## src/rtl/vdc_comp_pwm_pkg.sv

```systemverilog
`timescale 1ns/1ps
package vdc_comp_pwm_pkg;
  localparam int NUM_PH = 3;

  typedef enum logic [1:0] {
    DIV_IDLE,
    DIV_LOAD,
    DIV_RUN,
    DIV_DONE
  } div_state_e;
endpackage

```

## src/rtl/cm_offset.sv

```systemverilog
`timescale 1ns/1ps
module cm_offset
  import vdc_comp_pwm_pkg::*;
#(
  parameter int REF_W = 16
) (
  input  logic [NUM_PH-1:0][REF_W-1:0] ref_i,
  output logic [NUM_PH-1:0][REF_W+1:0] x2_o
);
  localparam int X_W = REF_W + 2;

  logic signed [REF_W-1:0] mx, mn;
  logic signed [X_W-1:0]   sum_mm;

  always_comb begin
    mx = $signed(ref_i[0]);
    mn = $signed(ref_i[0]);
    for (int i = 1; i < NUM_PH; i++) begin
      if ($signed(ref_i[i]) > mx) mx = $signed(ref_i[i]);
      if ($signed(ref_i[i]) < mn) mn = $signed(ref_i[i]);
    end
  end

  assign sum_mm = X_W'(mx) + X_W'(mn);

  // x2 = 2*(v + v_cm) with v_cm = -(max+min)/2, kept doubled to stay exact
  for (genvar g = 0; g < NUM_PH; g++) begin : g_ph
    logic signed [X_W-1:0] v_ext;
    assign v_ext   = X_W'($signed(ref_i[g]));
    assign x2_o[g] = v_ext + v_ext - sum_mm;
  end
endmodule

```

## src/rtl/duty_divider.sv

```systemverilog
`timescale 1ns/1ps
module duty_divider
  import vdc_comp_pwm_pkg::*;
#(
  parameter int X_W    = 18,
  parameter int VDC_W  = 16,
  parameter int DUTY_W = 12
) (
  input  logic                             clk_i,
  input  logic                             rst_ni,
  input  logic                             start_i,
  input  logic [NUM_PH-1:0][X_W-1:0]       x2_i,
  input  logic [VDC_W-1:0]                 vdc_i,
  output logic [NUM_PH-1:0][DUTY_W-1:0]    duty_o,
  output logic                             sat_o,
  output logic                             busy_o,
  output logic                             done_o
);
  localparam int QB    = DUTY_W - 1;
  localparam int BC_W  = $clog2(QB + 1);
  localparam int CMP_W = (X_W > VDC_W) ? X_W : VDC_W;
  localparam logic [DUTY_W-1:0] HALF_C = DUTY_W'(1) << QB;
  localparam logic [DUTY_W-1:0] FULL_C = '1;

  div_state_e                       state_q;
  logic [1:0]                       ph_q;
  logic [BC_W-1:0]                  bcnt_q;
  logic [VDC_W-1:0]                 rem_q;
  logic [QB-1:0]                    quo_q;
  logic [NUM_PH-1:0][DUTY_W-1:0]    duty_q;
  logic                             sat_q;

  logic signed [X_W-1:0] cur;
  logic                  neg;
  logic [X_W-1:0]        mag_x;
  logic [CMP_W-1:0]      mag;
  logic                  over;
  logic [VDC_W:0]        r2, r_sub;
  logic                  ge;
  logic [VDC_W-1:0]      rem_nxt;
  logic [QB-1:0]         quo_nxt;
  logic [DUTY_W-1:0]     res_duty;
  logic                  last_ph;

  always_comb begin
    cur      = $signed(x2_i[ph_q]);
    neg      = cur[X_W-1];
    mag_x    = neg ? X_W'(-cur) : X_W'(cur);
    mag      = CMP_W'(mag_x);
    over     = mag >= CMP_W'(vdc_i);
    r2       = {rem_q, 1'b0};
    ge       = r2 >= {1'b0, vdc_i};
    r_sub    = r2 - {1'b0, vdc_i};
    rem_nxt  = ge ? r_sub[VDC_W-1:0] : r2[VDC_W-1:0];
    quo_nxt  = {quo_q[QB-2:0], ge};
    res_duty = neg ? (HALF_C - DUTY_W'(quo_nxt)) : (HALF_C + DUTY_W'(quo_nxt));
    last_ph  = (ph_q == 2'(NUM_PH - 1));
  end

  always_ff @(posedge clk_i or negedge rst_ni) begin
    if (!rst_ni) begin
      state_q <= DIV_IDLE;
      ph_q    <= '0;
      bcnt_q  <= '0;
      rem_q   <= '0;
      quo_q   <= '0;
      duty_q  <= '0;
      sat_q   <= 1'b0;
    end else begin
      unique case (state_q)
        DIV_IDLE: if (start_i) begin
          ph_q    <= '0;
          sat_q   <= 1'b0;
          state_q <= DIV_LOAD;
        end
        DIV_LOAD: begin
          if (over) begin
            duty_q[ph_q] <= neg ? '0 : FULL_C;
            sat_q        <= 1'b1;
            if (last_ph) state_q <= DIV_DONE;
            else         ph_q    <= ph_q + 2'd1;
          end else begin
            rem_q   <= VDC_W'(mag);
            quo_q   <= '0;
            bcnt_q  <= '0;
            state_q <= DIV_RUN;
          end
        end
        DIV_RUN: begin
          rem_q  <= rem_nxt;
          quo_q  <= quo_nxt;
          bcnt_q <= bcnt_q + BC_W'(1);
          if (bcnt_q == BC_W'(QB - 1)) begin
            duty_q[ph_q] <= res_duty;
            if (last_ph) state_q <= DIV_DONE;
            else begin
              ph_q    <= ph_q + 2'd1;
              state_q <= DIV_LOAD;
            end
          end
        end
        default: state_q <= DIV_IDLE;
      endcase
    end
  end

  assign duty_o = duty_q;
  assign sat_o  = sat_q;
  assign busy_o = (state_q != DIV_IDLE);
  assign done_o = (state_q == DIV_DONE);
endmodule

```

## src/rtl/pwm_carrier.sv

```systemverilog
`timescale 1ns/1ps
module pwm_carrier #(
  parameter int CNT_W   = 12,
  parameter int CNT_MAX = 4095
) (
  input  logic             clk_i,
  input  logic             rst_ni,
  output logic [CNT_W-1:0] cnt_o,
  output logic             zero_o
);
  logic [CNT_W-1:0] cnt_q;
  logic             up_q;

  always_ff @(posedge clk_i or negedge rst_ni) begin
    if (!rst_ni) begin
      cnt_q <= '0;
      up_q  <= 1'b1;
    end else if (cnt_q == '0) begin
      cnt_q <= CNT_W'(1);
      up_q  <= 1'b1;
    end else if (up_q && cnt_q == CNT_W'(CNT_MAX)) begin
      cnt_q <= CNT_W'(CNT_MAX - 1);
      up_q  <= 1'b0;
    end else if (up_q) begin
      cnt_q <= cnt_q + CNT_W'(1);
    end else begin
      cnt_q <= cnt_q - CNT_W'(1);
    end
  end

  assign cnt_o  = cnt_q;
  assign zero_o = (cnt_q == '0);
endmodule

```

## src/rtl/vdc_comp_pwm.sv

```systemverilog
`timescale 1ns/1ps
module vdc_comp_pwm
  import vdc_comp_pwm_pkg::*;
#(
  parameter int REF_W   = 16,
  parameter int VDC_W   = 16,
  parameter int DUTY_W  = 12,
  parameter int VDC_MIN = 64
) (
  input  logic             clk_i,
  input  logic             rst_ni,
  input  logic [REF_W-1:0] vref_a_i,
  input  logic [REF_W-1:0] vref_b_i,
  input  logic [REF_W-1:0] vref_c_i,
  input  logic [VDC_W-1:0] vdc_i,
  output logic [2:0]       gate_hi_o,
  output logic [2:0]       gate_lo_o,
  output logic             sat_o,
  output logic             fault_o
);
  localparam int X_W     = REF_W + 2;
  localparam int CNT_W   = DUTY_W;
  localparam int CNT_MAX = (1 << DUTY_W) - 1;

  logic [CNT_W-1:0]                carrier_cnt;
  logic                            boundary;
  logic [NUM_PH-1:0][REF_W-1:0]    smp_ref;
  logic [VDC_W-1:0]                smp_vdc;
  logic                            fault_q, start_q;
  logic [NUM_PH-1:0][X_W-1:0]      x2;
  logic [NUM_PH-1:0][DUTY_W-1:0]   div_duty, pend_duty, act_duty;
  logic                            div_sat, div_busy, div_done;
  logic                            pend_sat, pend_valid;
  logic                            act_sat, act_valid;
  logic                            gate_en;

  pwm_carrier #(.CNT_W(CNT_W), .CNT_MAX(CNT_MAX)) i_carrier (
    .clk_i  (clk_i),
    .rst_ni (rst_ni),
    .cnt_o  (carrier_cnt),
    .zero_o (boundary)
  );

  cm_offset #(.REF_W(REF_W)) i_cm (
    .ref_i (smp_ref),
    .x2_o  (x2)
  );

  duty_divider #(.X_W(X_W), .VDC_W(VDC_W), .DUTY_W(DUTY_W)) i_div (
    .clk_i   (clk_i),
    .rst_ni  (rst_ni),
    .start_i (start_q & ~fault_q),
    .x2_i    (x2),
    .vdc_i   (smp_vdc),
    .duty_o  (div_duty),
    .sat_o   (div_sat),
    .busy_o  (div_busy),
    .done_o  (div_done)
  );

  // input latch and shadow transfer, both at carrier zero
  always_ff @(posedge clk_i or negedge rst_ni) begin
    if (!rst_ni) begin
      smp_ref   <= '0;
      smp_vdc   <= '0;
      fault_q   <= 1'b0;
      start_q   <= 1'b0;
      act_duty  <= '0;
      act_sat   <= 1'b0;
      act_valid <= 1'b0;
    end else begin
      start_q <= boundary;
      if (boundary) begin
        smp_ref   <= {vref_c_i, vref_b_i, vref_a_i};
        smp_vdc   <= vdc_i;
        fault_q   <= (vdc_i < VDC_W'(VDC_MIN));
        act_duty  <= pend_duty;
        act_sat   <= pend_sat;
        act_valid <= pend_valid;
      end
    end
  end

  always_ff @(posedge clk_i or negedge rst_ni) begin
    if (!rst_ni) begin
      pend_duty  <= '0;
      pend_sat   <= 1'b0;
      pend_valid <= 1'b0;
    end else if (start_q && fault_q) begin
      pend_sat   <= 1'b0;
      pend_valid <= 1'b0;
    end else if (div_done) begin
      pend_duty  <= div_duty;
      pend_sat   <= div_sat;
      pend_valid <= 1'b1;
    end
  end

  assign gate_en = act_valid & ~fault_q;

  for (genvar g = 0; g < NUM_PH; g++) begin : g_gate
    logic pwm_on;
    assign pwm_on       = (carrier_cnt < act_duty[g]);
    assign gate_hi_o[g] = gate_en & pwm_on;
    assign gate_lo_o[g] = gate_en & ~pwm_on;
  end

  assign sat_o   = act_sat;
  assign fault_o = fault_q;
endmodule

```

## config.mk

```make
export PLATFORM = sky130hd
export DESIGN_NAME = vdc_comp_pwm
export DESIGN_NICKNAME = d
export VERILOG_FILES = /design/src/rtl/vdc_comp_pwm_pkg.sv /design/src/rtl/cm_offset.sv /design/src/rtl/duty_divider.sv /design/src/rtl/pwm_carrier.sv /design/src/rtl/vdc_comp_pwm.sv
export SDC_FILE = /design/constraint.sdc
export NUM_CORES = 1
export LEC_CHECK = 0
export BUFFER_PORTS_ARGS = -buffer_cell sky130_fd_sc_hd__buf_2
export CAP_MARGIN = 20
export CORE_MARGIN = 2
export CORE_UTILIZATION = 45
export CTS_BUF_LIST = sky130_fd_sc_hd__clkbuf_8
export DETAILED_ROUTE_END_ITERATION = 12
export SKIP_LAST_GASP = 1
export SYNTH_ARGS = -nofsm -noshare
export SYNTH_HDL_FRONTEND = slang
export SYNTH_SLANG_ARGS = --single-unit
```

## constraint.sdc

```tcl
create_clock -name clk_i -period 14.6 [get_ports clk_i]
set_clock_uncertainty 0.2 [all_clocks]
set_input_delay 1.46 -clock clk_i [delete_from_list [all_inputs] [get_ports clk_i]]
set_output_delay 1.46 -clock clk_i [all_outputs]
set_load 0.005 [all_outputs]
```

==> results of run 1 <==
state kept, by name, indices dropped and copies added (netlist names):
register,flops
i_carrier.cnt_o,12
i_div.state_q,2
i_carrier.up_q,1
i_div.sat_o,1
pend_sat,1
smp_vdc,16
i_div.quo_q,10
i_div.duty_o,36
i_div.rem_q,16
i_div.ph_q,2
start_q,1
pend_duty,36
fault_o,1
sat_o,1
smp_ref,48
pend_valid,1
i_div.bcnt_q,4
act_valid,1
act_duty,36
power by group through the flow:
| stage | clock (mW) | combinational (mW) | sequential, mW |
|---|---|---|---|
| global route | 0.735 | 3.89 | 0.866 |
| finish | 0.687 | 3.53 | 0.848 |
| global placement | 0 | 3.41 | 0.854 |
| CTS | 0.713 | 3.48 | 0.847 |
| floorplan | 0 | 2.76 | 0.824 |
| detailed placement | 0 | 3.46 | 0.857 |
per-stage QoR:
step / util, % / setup WS [ns] / std cells / total power [mW]
after detailed placement: 47.3 / 1.12 / 2629 / 4.31
after global routing: 49.8 / 0.0728 / 2706 / 5.49
after global placement: 47.3 / 1.43 / 2629 / 4.26
after CTS: 49.7 / 1.02 / 2705 / 5.04
final: 49.8 / 1.14 / 2706 / 5.06
after floorplan: - / 2.88 / 2111 / 3.58
cell families after synthesis:
kind of cell | share of synthesized area [%]
compound gates | 20.7
xor+xnor | 4.24
fa+ha+maj | 13.1
buf+inv | 5.73
flops | 31.0
mux | 7.60
simple gates | 17.6
cells in the final DEF, fill, tap and decap left out, types with 34 or more instances in the layout:
| cell type | count |
|---|---|
| sky130_fd_sc_hd__buf_2 | 72 |
| sky130_fd_sc_hd__nand2b_1 | 34 |
| sky130_fd_sc_hd__nor2_1 | 135 |
| sky130_fd_sc_hd__nand3_1 | 36 |
| sky130_fd_sc_hd__mux2i_1 | 36 |
| sky130_fd_sc_hd__a21oi_1 | 128 |
| sky130_fd_sc_hd__o21ai_0 | 183 |
| sky130_fd_sc_hd__xnor2_1 | 57 |
| sky130_fd_sc_hd__inv_1 | 134 |
| sky130_fd_sc_hd__nand2_1 | 312 |
| sky130_fd_sc_hd__clkbuf_8 | 60 |
| sky130_fd_sc_hd__a21o_1 | 46 |
| sky130_fd_sc_hd__ha_1 | 176 |
| sky130_fd_sc_hd__nor3_1 | 36 |
| sky130_fd_sc_hd__mux2_2 | 47 |
| sky130_fd_sc_hd__dfrtp_1 | 225 |
worst min-delay path by stage:
stage,slack (ns),end,start,cells past startpoint
after CTS,0.26,act_duty[29]$_DFFE_PN0P_,pend_duty[29]$_DFFE_PN0P_,2
final,0.26,act_duty[29]$_DFFE_PN0P_,pend_duty[29]$_DFFE_PN0P_,2
after detailed placement,0.26,sat_o$_DFFE_PN0P_,sat_o$_DFFE_PN0P_,2
after floorplan,0.23,act_duty[0]$_DFFE_PN0P_,pend_duty[0]$_DFFE_PN0P_,2
after global placement,0.25,act_duty[24]$_DFFE_PN0P_,pend_duty[24]$_DFFE_PN0P_,2
after global routing,0.28,act_duty[29]$_DFFE_PN0P_,pend_duty[29]$_DFFE_PN0P_,2
final cells by class:
cell class	instances	area (µm²)
Clock buffer	60	826
Clock inverter	16	121
Fill cell	3820	20000
Inverter	131	497
Multi-Input combinational cell	1656	11600
Sequential cell	226	5660
Tap cell	525	657
Timing Repair Buffer	92	538
layer usage:
| layer | GRT usage (%) | up-vias | wire (µm) |
|---|---|---|---|
| li1 | - | 7590 | - |
| met1 | 36.9 | 7404 | 25200 |
| met2 | 38.2 | 416 | 22200 |
| met3 | 3.77 | 92 | 3040 |
| met4 | 7.91 | 0 | 1370 |
| met5 | 0 | - | 0 |
tightest hold or removal path, stage by stage (launching register included):
cell and delay [ns]:
sky130_fd_sc_hd__dfrtp_1 0.34, sky130_fd_sc_hd__nand2_1 0.05, sky130_fd_sc_hd__o21ai_0 0.06
==> out/qor.yml, run 1 <==
outcome:
  status: "complete, no violations"
cells_and_area:
  drive_gt1_share_pct: 14.0
  area_growth_from_synthesis_to_layout_pct: 8.94
  final_cell_area_um2: 19900
  num_antenna_cells: 0
  nNetsFinal: 2398
yosys:
  synth-edff-count: 0
  synth.cell_area_um2: 18300
  synthesis.yosys.warnings: 0
  ys_async_sr_fraction_pct: 100
  synthFlopType: "sky130_fd_sc_hd__dfrtp_1"
  ys_seq_area_share_pct: 31.0
  synth.area.top_cells: "sky130_fd_sc_hd__dfrtp_1 (31%), sky130_fd_sc_hd__ha_1 (12%), sky130_fd_sc_hd__nand2_1 (6.4%)"
  postSynthCellCount: 2111
  syn_area_per_cell_um2: 8.65
  synth_cell_types: 114
  synth.ff_latch_count: 226
  synth_fp_nets: 2359
  synth_largest_type_area_fraction_pct: 30.9
  library_cell_with_the_highest_instance_count_after_synthesis: "sky130_fd_sc_hd__nand2_1"
  synth_commonest_cells: "sky130_fd_sc_hd__nand2_1 (312), sky130_fd_sc_hd__dfrtp_1 (225), sky130_fd_sc_hd__o21ai_0 (183)"
  synth_largest_area_cell: "sky130_fd_sc_hd__dfrtp_1"
clock_tree:
  worst_skew_pair.late_latency_ns: 0.63
  clkSinkCount: 226
  tritoncts: "yes"
  clock-root-buffer: "sky130_fd_sc_hd__clkbuf_8"
  cts.repair.resized: 0
  cts-htree-levels: 2
  clkSlewWorstSetupHoldPaths_ns: 0.06
  cts.path.max_buffers: 3
  postCtsSetupRepairBufs: 0
  cts-hold-fix-buffers: 0
  cts_inserted_buffers: 43
min_path:
  min_path_type: "flop to flop"
global_routing:
  wire_length_of_the_first_global_routing_pass_um: 83500
  initial_antenna_violation_count: 0
  number_of_global_route_vias_before_repair: 14936
  grt_max_degree: 103
  groute.usage.overall_pct: 25.2
  overflow: 0
worst_setup_path:
  critPathBufInv: 3
  worst-r2r-setup-slack_ns: 1.14
  reg2reg_to: "i_div.bcnt_q[3]$_DFFE_PN0P_"
  required_ns: 14.87
  crit_top_cell: "sky130_fd_sc_hd__o21ai_0"
  critPathLaunchType: "flop"
  cp-endpoint: "i_div.bcnt_q[3]$_DFFE_PN0P_"
  timing.critical_path.arrival_ns: 13.73
  reg2reg_from: "smp_ref[9]$_DFFE_PN0P_"
  cp_slowest_stage_delay_ns: 0.72
  timing.critical_path.max_delay_family: "compound AO/OA/AOI/OAI gates"
  crit_slowest_cell: "sky130_fd_sc_hd__a32o_1"
  critical_path_class: "flop to flop"
  crit_path_max_fanout: 44
  length_in_cells_of_the_worst_reg_to_reg_path: 55
  launch_point_of_the_critical_path: "smp_ref[9]$_DFFE_PN0P_"
  setup.worst_path.end_class: "flop"
  worstSetupPathDepth: 55
floorplanning:
  die_x_um: 205
  die_y_um: 205
  starting_density_pct: 45.7
  ioPinCount: 74
  floorplan.rows: 73
  core_um2: 39900
  die_area_um2: 42200
timing:
  max-slew-margin-rel_pct: 38.8
  timing.final.crit_share_pct: 92.2
  setup_violations: 0
  final_period_minus_worst_setup_slack_ns: 13.46
  fin_hold_ws_ns: 0.256
  setup_tns_ns: 0
  worst_pin_slew_ns: 0.913
  grt_setup_unrepaired: "no"
  hold_violations: 0
  fmax_mhz: 74.3
  report.final.slew_viol_count: 0
routing:
  routed-via-count: 15502
  drcViolationCount: 0
  per_cell_via_count_in_the_routed_design: 5.73
  dr_iter_0_viols: 1179
  drt_pre_antenna_iters: 5
  wl_per_cell_um: 19.2
  ant_nets: 0
  postRouteWirelength_um: 51800
power_and_ir_drop:
  comb_power_share_pct: 69.7
  seqPwrFrac_pct: 16.8
  pwr-share-clk_pct: 13.6
  power_report.internal_total_mw: 2.56
  static-leakage-power_nw: 9.25
  swShare_pct: 49.5
  powerDensity_nw_per_um2: 255
  power.switching_mw: 2.50
  ir_worst_vdd_mv: 0.132
placed_design:
  port_buffers: 73
  place_congestion: 0.959
  detailed_place.area_um2: 18900
  dp.final_hpwl_um: 38100
flow_run:
  maxCapViolCount: 0
Note: power is estimated with default switching activity, not from simulation.
==> inputs of run 2 (changes only) <==
CORE_UTILIZATION = 47   (was 45)
==> out/qor.yml, run 2 (synthesis gave the netlist of run 1 again) <==
outcome:
  status: "complete, no violations"
clock_tree:
  clkSlewWorstSetupHoldPaths_ns: 0.06  # about the same
  cts.path.max_buffers: 3  # unchanged
  cts_inserted_buffers: 42  # -2.3%
  cts-htree-levels: 2  # unchanged
  cts-hold-fix-buffers: 0  # unchanged
  tritoncts: "yes"
  clock-root-buffer: "sky130_fd_sc_hd__clkbuf_8"
  clkSinkCount: 226  # unchanged
  worst_skew_pair.late_latency_ns: 0.63  # about the same
power_and_ir_drop:
  powerDensity_nw_per_um2: 253  # -0.78%
  ir_worst_vdd_mv: 0.145  # +10%
  static-leakage-power_nw: 9.21  # -0.33%
timing:
  fin_hold_ws_ns: 0.268  # +0.0117 ns
  grt_setup_unrepaired: "no"
  timing.final.crit_share_pct: 92.8  # +0.66 points
  max-slew-margin-rel_pct: 35.0  # -3.8 points
  hold_violations: 0  # unchanged
  setup_violations: 0  # unchanged
  post-route-worst-setup-slack_ns: 1.05  # -0.0959 ns
  report.final.slew_viol_count: 0  # unchanged
  setup_tns_ns: 0  # unchanged
  final_period_minus_worst_setup_slack_ns: 13.55  # +0.0959 ns
  worst_pin_slew_ns: 0.975  # +0.0624 ns
  fmax_mhz: 73.8  # -0.71%
worst_setup_path:
  cp_slowest_stage_delay_ns: 0.54  # -0.18 ns
  timing.critical_path.arrival_ns: 13.82  # +0.09 ns
  reg2reg_to: "i_div.duty_o[0]$_DFFE_PN0P_"
  crit_path_max_fanout: 30  # -32%
  reg2reg_from: "smp_ref[4]$_DFFE_PN0P_"
  critPathLaunchType: "flop"
  crit_slowest_cell: "sky130_fd_sc_hd__a221oi_1"
  setup.worst_path.end_class: "flop"
  critical_path_class: "flop to flop"
  worst-r2r-setup-slack_ns: 1.05  # -0.10 ns
  crit_top_cell: "sky130_fd_sc_hd__o21ai_0"
  length_in_cells_of_the_worst_reg_to_reg_path: 58  # +5.5%
  required_ns: 14.87  # about the same
global_routing:
  groute.usage.overall_pct: 25.6  # +0.38 points
  initial_antenna_violation_count: 0  # unchanged
  overflow: 0  # unchanged
  number_of_global_route_vias_before_repair: 15045  # +0.73%
  wire_length_of_the_first_global_routing_pass_um: 83200  # -0.38%
  grt_max_degree: 168  # +63%
floorplanning:
  core_um2: 38500  # -3.6%
  die_x_um: 201  # -2.1%
  floorplan.rows: 72  # -1.4%
  die_y_um: 201  # -2.1%
  ioPinCount: 74  # unchanged
  starting_density_pct: 47.4  # +1.7 points
  die_area_um2: 40400  # -4.2%
min_path:
  holdCritStartpoint: "pend_duty[24]$_DFFE_PN0P_"
  hold-path-endpoint: "act_duty[24]$_DFFE_PN0P_"
  timing.hold.worst_path_depth: 2  # unchanged
  min_path_type: "flop to flop"
cells_and_area:
  mostFrequentLayoutCells: "sky130_fd_sc_hd__nand2_1 (312), sky130_fd_sc_hd__dfrtp_1 (225), sky130_fd_sc_hd__o21ai_0 (183)"
  layout.cells.most_common: "sky130_fd_sc_hd__nand2_1"
  num_antenna_cells: 0  # unchanged
  nNetsFinal: 2396  # -0.083%
  largest_reg_flops: 48  # unchanged
  registers.top_by_ff_count: "smp_ref"
  area_growth_from_synthesis_to_layout_pct: 8.38
  drive_gt1_share_pct: 13.5  # -0.49 points
placed_design:
  place_congestion: 0.952  # -0.74%
  place_worst_setup_slack_ns: 1.03  # -0.0874 ns
  dp.final_hpwl_um: 37700  # -1.0%
  port_buffers: 73  # unchanged
routing:
  wl_per_cell_um: 19.0  # -0.91%
  drt_pre_antenna_iters: 5  # unchanged
  per_cell_via_count_in_the_routed_design: 5.78  # +0.83%
  postRouteWirelength_um: 51200  # -1.2%
  routed-via-count: 15579  # +0.50%
  dr_iter_0_viols: 1217  # +3.2%
  drcViolationCount: 0  # unchanged
  ant_nets: 0  # unchanged
flow_run:
  maxCapViolCount: 0  # unchanged
-- run 2: critical path: cells and delay by family (launching register included) --
kind / cells / cell delay (ns)
simple gates: 13 / 2.39
flops: 1 / 0.44
buf+inv: 3 / 0.93
mux: 3 / 0.91
fa+ha+maj: 5 / 1.56
compound gates: 32 / 6.36
xor+xnor: 2 / 0.56
-- run 2: stage by stage --
stage	util (%)	std cells	cell area [µm²]	total power, mW
final	51.4	2697	19800	5.00
after global placement	49.1	2619	18900	4.24
after global routing	51.4	2697	19800	5.44
after floorplan	-	2111	18300	3.58
after CTS	51.3	2694	19700	4.97
after detailed placement	49.1	2619	18900	4.30
-- run 2: area by class of cell --
cell class,instances,area [µm²]
fillers,3734,18700
multi-input cells,1656,11600
flip-flops and latches,226,5660
clock buffers,51,702
well taps,518,648
repair buffers,91,543
inverters,131,497
clock inverters,24,146
-- run 2: timing repair --
item,CTS,global route
endpoints found under the hold margin,0,0
endpoints found under the setup margin,0,54
setup buffers,0,2
resized for setup,0,2
-- run 2: worst max path at each step --
stage / from / endpoint
2_1_floorplan: smp_ref[5]$_DFFE_PN0P_ / i_div.duty_o[10]$_DFFE_PN0P_
3_3_place_gp: smp_ref[4]$_DFFE_PN0P_ / i_div.bcnt_q[3]$_DFFE_PN0P_
3_5_place_dp: smp_ref[4]$_DFFE_PN0P_ / i_div.bcnt_q[3]$_DFFE_PN0P_
4_1_cts: smp_ref[4]$_DFFE_PN0P_ / i_div.bcnt_q[3]$_DFFE_PN0P_
5_1_grt: smp_ref[4]$_DFFE_PN0P_ / i_div.duty_o[23]$_DFFE_PN0P_
6_report: smp_ref[4]$_DFFE_PN0P_ / i_div.duty_o[0]$_DFFE_PN0P_
-- run 2: where the power goes --
group | leakage (nW) | internal (mW) | switching [mW]
logic | 5.85 | 1.41 | 2.10
clock network | 0.493 | 0.336 | 0.293
registers | 2.87 | 0.760 | 0.0905
total | 9.21 | 2.51 | 2.49
-- run 2: routing by layer --
metal  up-vias  part of all wire [%]  global-route usage [%]
met1      7485                    49                    37.4
met5         -                     0                       0
met2       455                    44                    39.9
met3        61                   5.5                    3.93
met4         0                   1.8                    5.71
li1       7578                     -                       -
==> inputs of run 3 (changes only) <==
BUFFER_PORTS_ARGS = -buffer_cell sky130_fd_sc_hd__clkbuf_2   (was -buffer_cell sky130_fd_sc_hd__buf_2)
CORE_MARGIN = unset   (was 2)
==> out/qor.yml, run 3 (synthesis gave the netlist of run 1 again) <==
routing:
  drcViolationCount: 0  # unchanged
  wl_per_cell_um: 19.0  # +0.30%
  drt_pre_antenna_iters: 5  # unchanged
  dr_iter_0_viols: 1099  # -9.7%
  met2_length_um: 21800  # -2.2%
  postRouteWirelength_um: 51200  # about the same
  top_signal_layer_used: "met4"
  routed-via-count: 15479  # -0.64%
  per_cell_via_count_in_the_routed_design: 5.76  # -0.35%
  dr_wl_met3_um: 2930  # +3.9%
  wl_met1_um: 25200  # +0.10%
  ant_nets: 0  # unchanged
clock_tree:
  clkSinkCount: 226  # unchanged
  clkSlewWorstSetupHoldPaths_ns: 0.06  # about the same
  clock-root-buffer: "sky130_fd_sc_hd__clkbuf_8"
  cts.repair.resized: 0  # unchanged
  cts-htree-levels: 2  # unchanged
  cts_inserted_buffers: 43  # +2.4%
  cts-hold-fix-buffers: 0  # unchanged
  worst_skew_pair.late_latency_ns: 0.62  # about the same
  postCtsSetupRepairBufs: 0  # unchanged
  tritoncts: "yes"
  cts.path.max_buffers: 3  # unchanged
power_and_ir_drop:
  static-leakage-power_nw: 9.20  # -0.13%
  powerDensity_nw_per_um2: 253  # +0.34%
  ir_worst_vdd_mv: 0.167  # +15%
timing:
  fmax_mhz: 74.7  # +1.2%
  grt_setup_unrepaired: "no"
  timing.final.crit_share_pct: 91.7  # -1.1 points
  report.final.slew_viol_count: 0  # unchanged
  final_period_minus_worst_setup_slack_ns: 13.39  # -0.166 ns
  hold_violations: 0  # unchanged
  max-slew-margin-rel_pct: 31.0  # -4.0 points
  worst_pin_slew_ns: 1.03  # +0.0539 ns
  setup_tns_ns: 0  # unchanged
  setup_violations: 0  # unchanged
cells_and_area:
  drive_gt1_share_pct: 13.7  # +0.14 points
  area_growth_from_synthesis_to_layout_pct: 8.16
  nNetsFinal: 2395  # -0.042%
  layout.area.seq_um2: 5660  # unchanged
  final_cells: 2689  # -0.30%
  total_area_of_multi_input_combinational_cells_um2: 11600  # about the same
  mostFrequentLayoutCells: "sky130_fd_sc_hd__nand2_1 (312), sky130_fd_sc_hd__dfrtp_1 (225), sky130_fd_sc_hd__o21ai_0 (183)"
  registers.top_by_ff_count: "smp_ref"
  largest_reg_flops: 48  # unchanged
  num_antenna_cells: 0  # unchanged
  layout.cells.most_common: "sky130_fd_sc_hd__nand2_1"
  filler_cell_count: 3676  # -1.6%
worst_setup_path:
  crit_top_cell: "sky130_fd_sc_hd__o21ai_0"
  crit_slowest_cell: "sky130_fd_sc_hd__a31o_2"
  setup.worst_path.end_class: "flop"
  critPathLaunchType: "flop"
  crit_path_max_fanout: 47  # +57%
  cp_slowest_stage_delay_ns: 0.80  # +0.26 ns
  critical_path_class: "flop to flop"
  timing.critical_path.arrival_ns: 13.67  # -0.15 ns
  required_ns: 14.88  # about the same
global_routing:
  grt_max_degree: 115  # -32%
  number_of_global_route_vias_before_repair: 14650  # -2.6%
  initial_antenna_violation_count: 0  # unchanged
  groute.usage.overall_pct: 26.4  # +0.78 points
  overflow: 0  # unchanged
  wire_length_of_the_first_global_routing_pass_um: 81300  # -2.3%
floorplanning:
  die_y_um: 199  # -0.99%
  die_area_um2: 39600  # -2.0%
  floorplan.rows: 71  # -1.4%
  core_um2: 37900  # -1.4%
  die_x_um: 199  # -0.99%
  ioPinCount: 74  # unchanged
  starting_density_pct: 48.1  # +0.67 points
placed_design:
  port_buffers: 73  # unchanged
  place_congestion: 0.952  # unchanged
  placed_cells: 2613  # -0.23%
  dp.final_hpwl_um: 38300  # +1.6%
outcome:
  status: "complete, no violations"
flow_run:
  maxCapViolCount: 0  # unchanged
min_path:
  min_path_type: "flop to flop"
==> run 3: cell types whose count changed in the layout (fill, tap and decap cells not counted), moves of 2 or more <==
cell | before | now
sky130_fd_sc_hd__inv_1 | 143 | 139
sky130_fd_sc_hd__clkinv_2 | 5 | 8
sky130_fd_sc_hd__clkbuf_2 | 0 | 72
sky130_fd_sc_hd__buf_2 | 72 | 0
sky130_fd_sc_hd__buf_12 | 2 | 0
==> run 3: stage by stage <==
step | utilization [%] | setup WS (ns) | total power [mW] | hold slack [ns] | instance area (µm²)
finish | 52.0 | 1.21 | 5.00 | 0.263 | 19700
global route | 52.0 | 0.314 | 5.41 | 0.292 | 19700
CTS | 52.0 | 1.33 | 4.99 | 0.270 | 19700
detailed placement | 49.7 | 1.46 | 4.31 | 0.260 | 18900
global placement | 49.7 | 1.73 | 4.27 | 0.246 | 18900
floorplan | - | 2.88 | 3.58 | 0.235 | 18300
==> run 3: final timing paths <==
path	startpoint	slack, ns	to	cells past startpoint
max in group asynchronous	rst_ni	12.09	smp_vdc[2]$_DFFE_PN0P_	2
setup / recovery	smp_ref[9]$_DFFE_PN0P_	1.21	i_div.rem_q[4]$_DFFE_PN0P_	53
hold / removal	pend_duty[35]$_DFFE_PN0P_	0.26	act_duty[35]$_DFFE_PN0P_	2
hold reg to reg	pend_duty[35]$_DFFE_PN0P_	0.26	act_duty[35]$_DFFE_PN0P_	2
setup reg to reg	smp_ref[9]$_DFFE_PN0P_	1.21	i_div.rem_q[4]$_DFFE_PN0P_	53
min in group asynchronous	rst_ni	0.69	smp_ref[29]$_DFFE_PN0P_	1
==> run 3: worst max-delay path, delay by kind of cell (launching register included) <==
| kind | cells | cell delay, ns |
|---|---|---|
| buffers and inverters | 4 | 1.16 |
| adder cells (fa/ha/maj) | 5 | 1.65 |
| AND/OR/NAND/NOR | 7 | 1.47 |
| AO/OA/AOI/OAI | 35 | 7.63 |
| multiplexers | 1 | 0.33 |
| flip-flops | 1 | 0.45 |
| XOR/XNOR | 1 | 0.36 |
==> run 3: per-layer routing <==
metal  vias to the layer above  global-route usage [%]
met5                         -                       0
met4                         0                    8.58
met3                        87                    3.78
met2                       427                    39.6
met1                      7370                    38.7
li1                       7595                       -
==> run 3: final cells by class <==
class / instances / area share, %
Sequential cell: 226 / 28.7
Inverter: 131 / 2.52
Multi-Input combinational cell: 1656 / 58.7
Tap cell: 511 / 3.24
Timing Repair Buffer: 89 / 2.51
Clock inverter: 24 / 0.799
Clock buffer: 52 / 3.63
==> run 3: power breakdown <==
| part | switching (mW) | total [mW] | leakage [nW] | internal [mW] |
|---|---|---|---|---|
| registers | 0.0908 | 0.851 | 2.87 | 0.760 |
| clock network | 0.297 | 0.642 | 0.497 | 0.345 |
| logic | 2.11 | 3.51 | 5.83 | 1.40 |
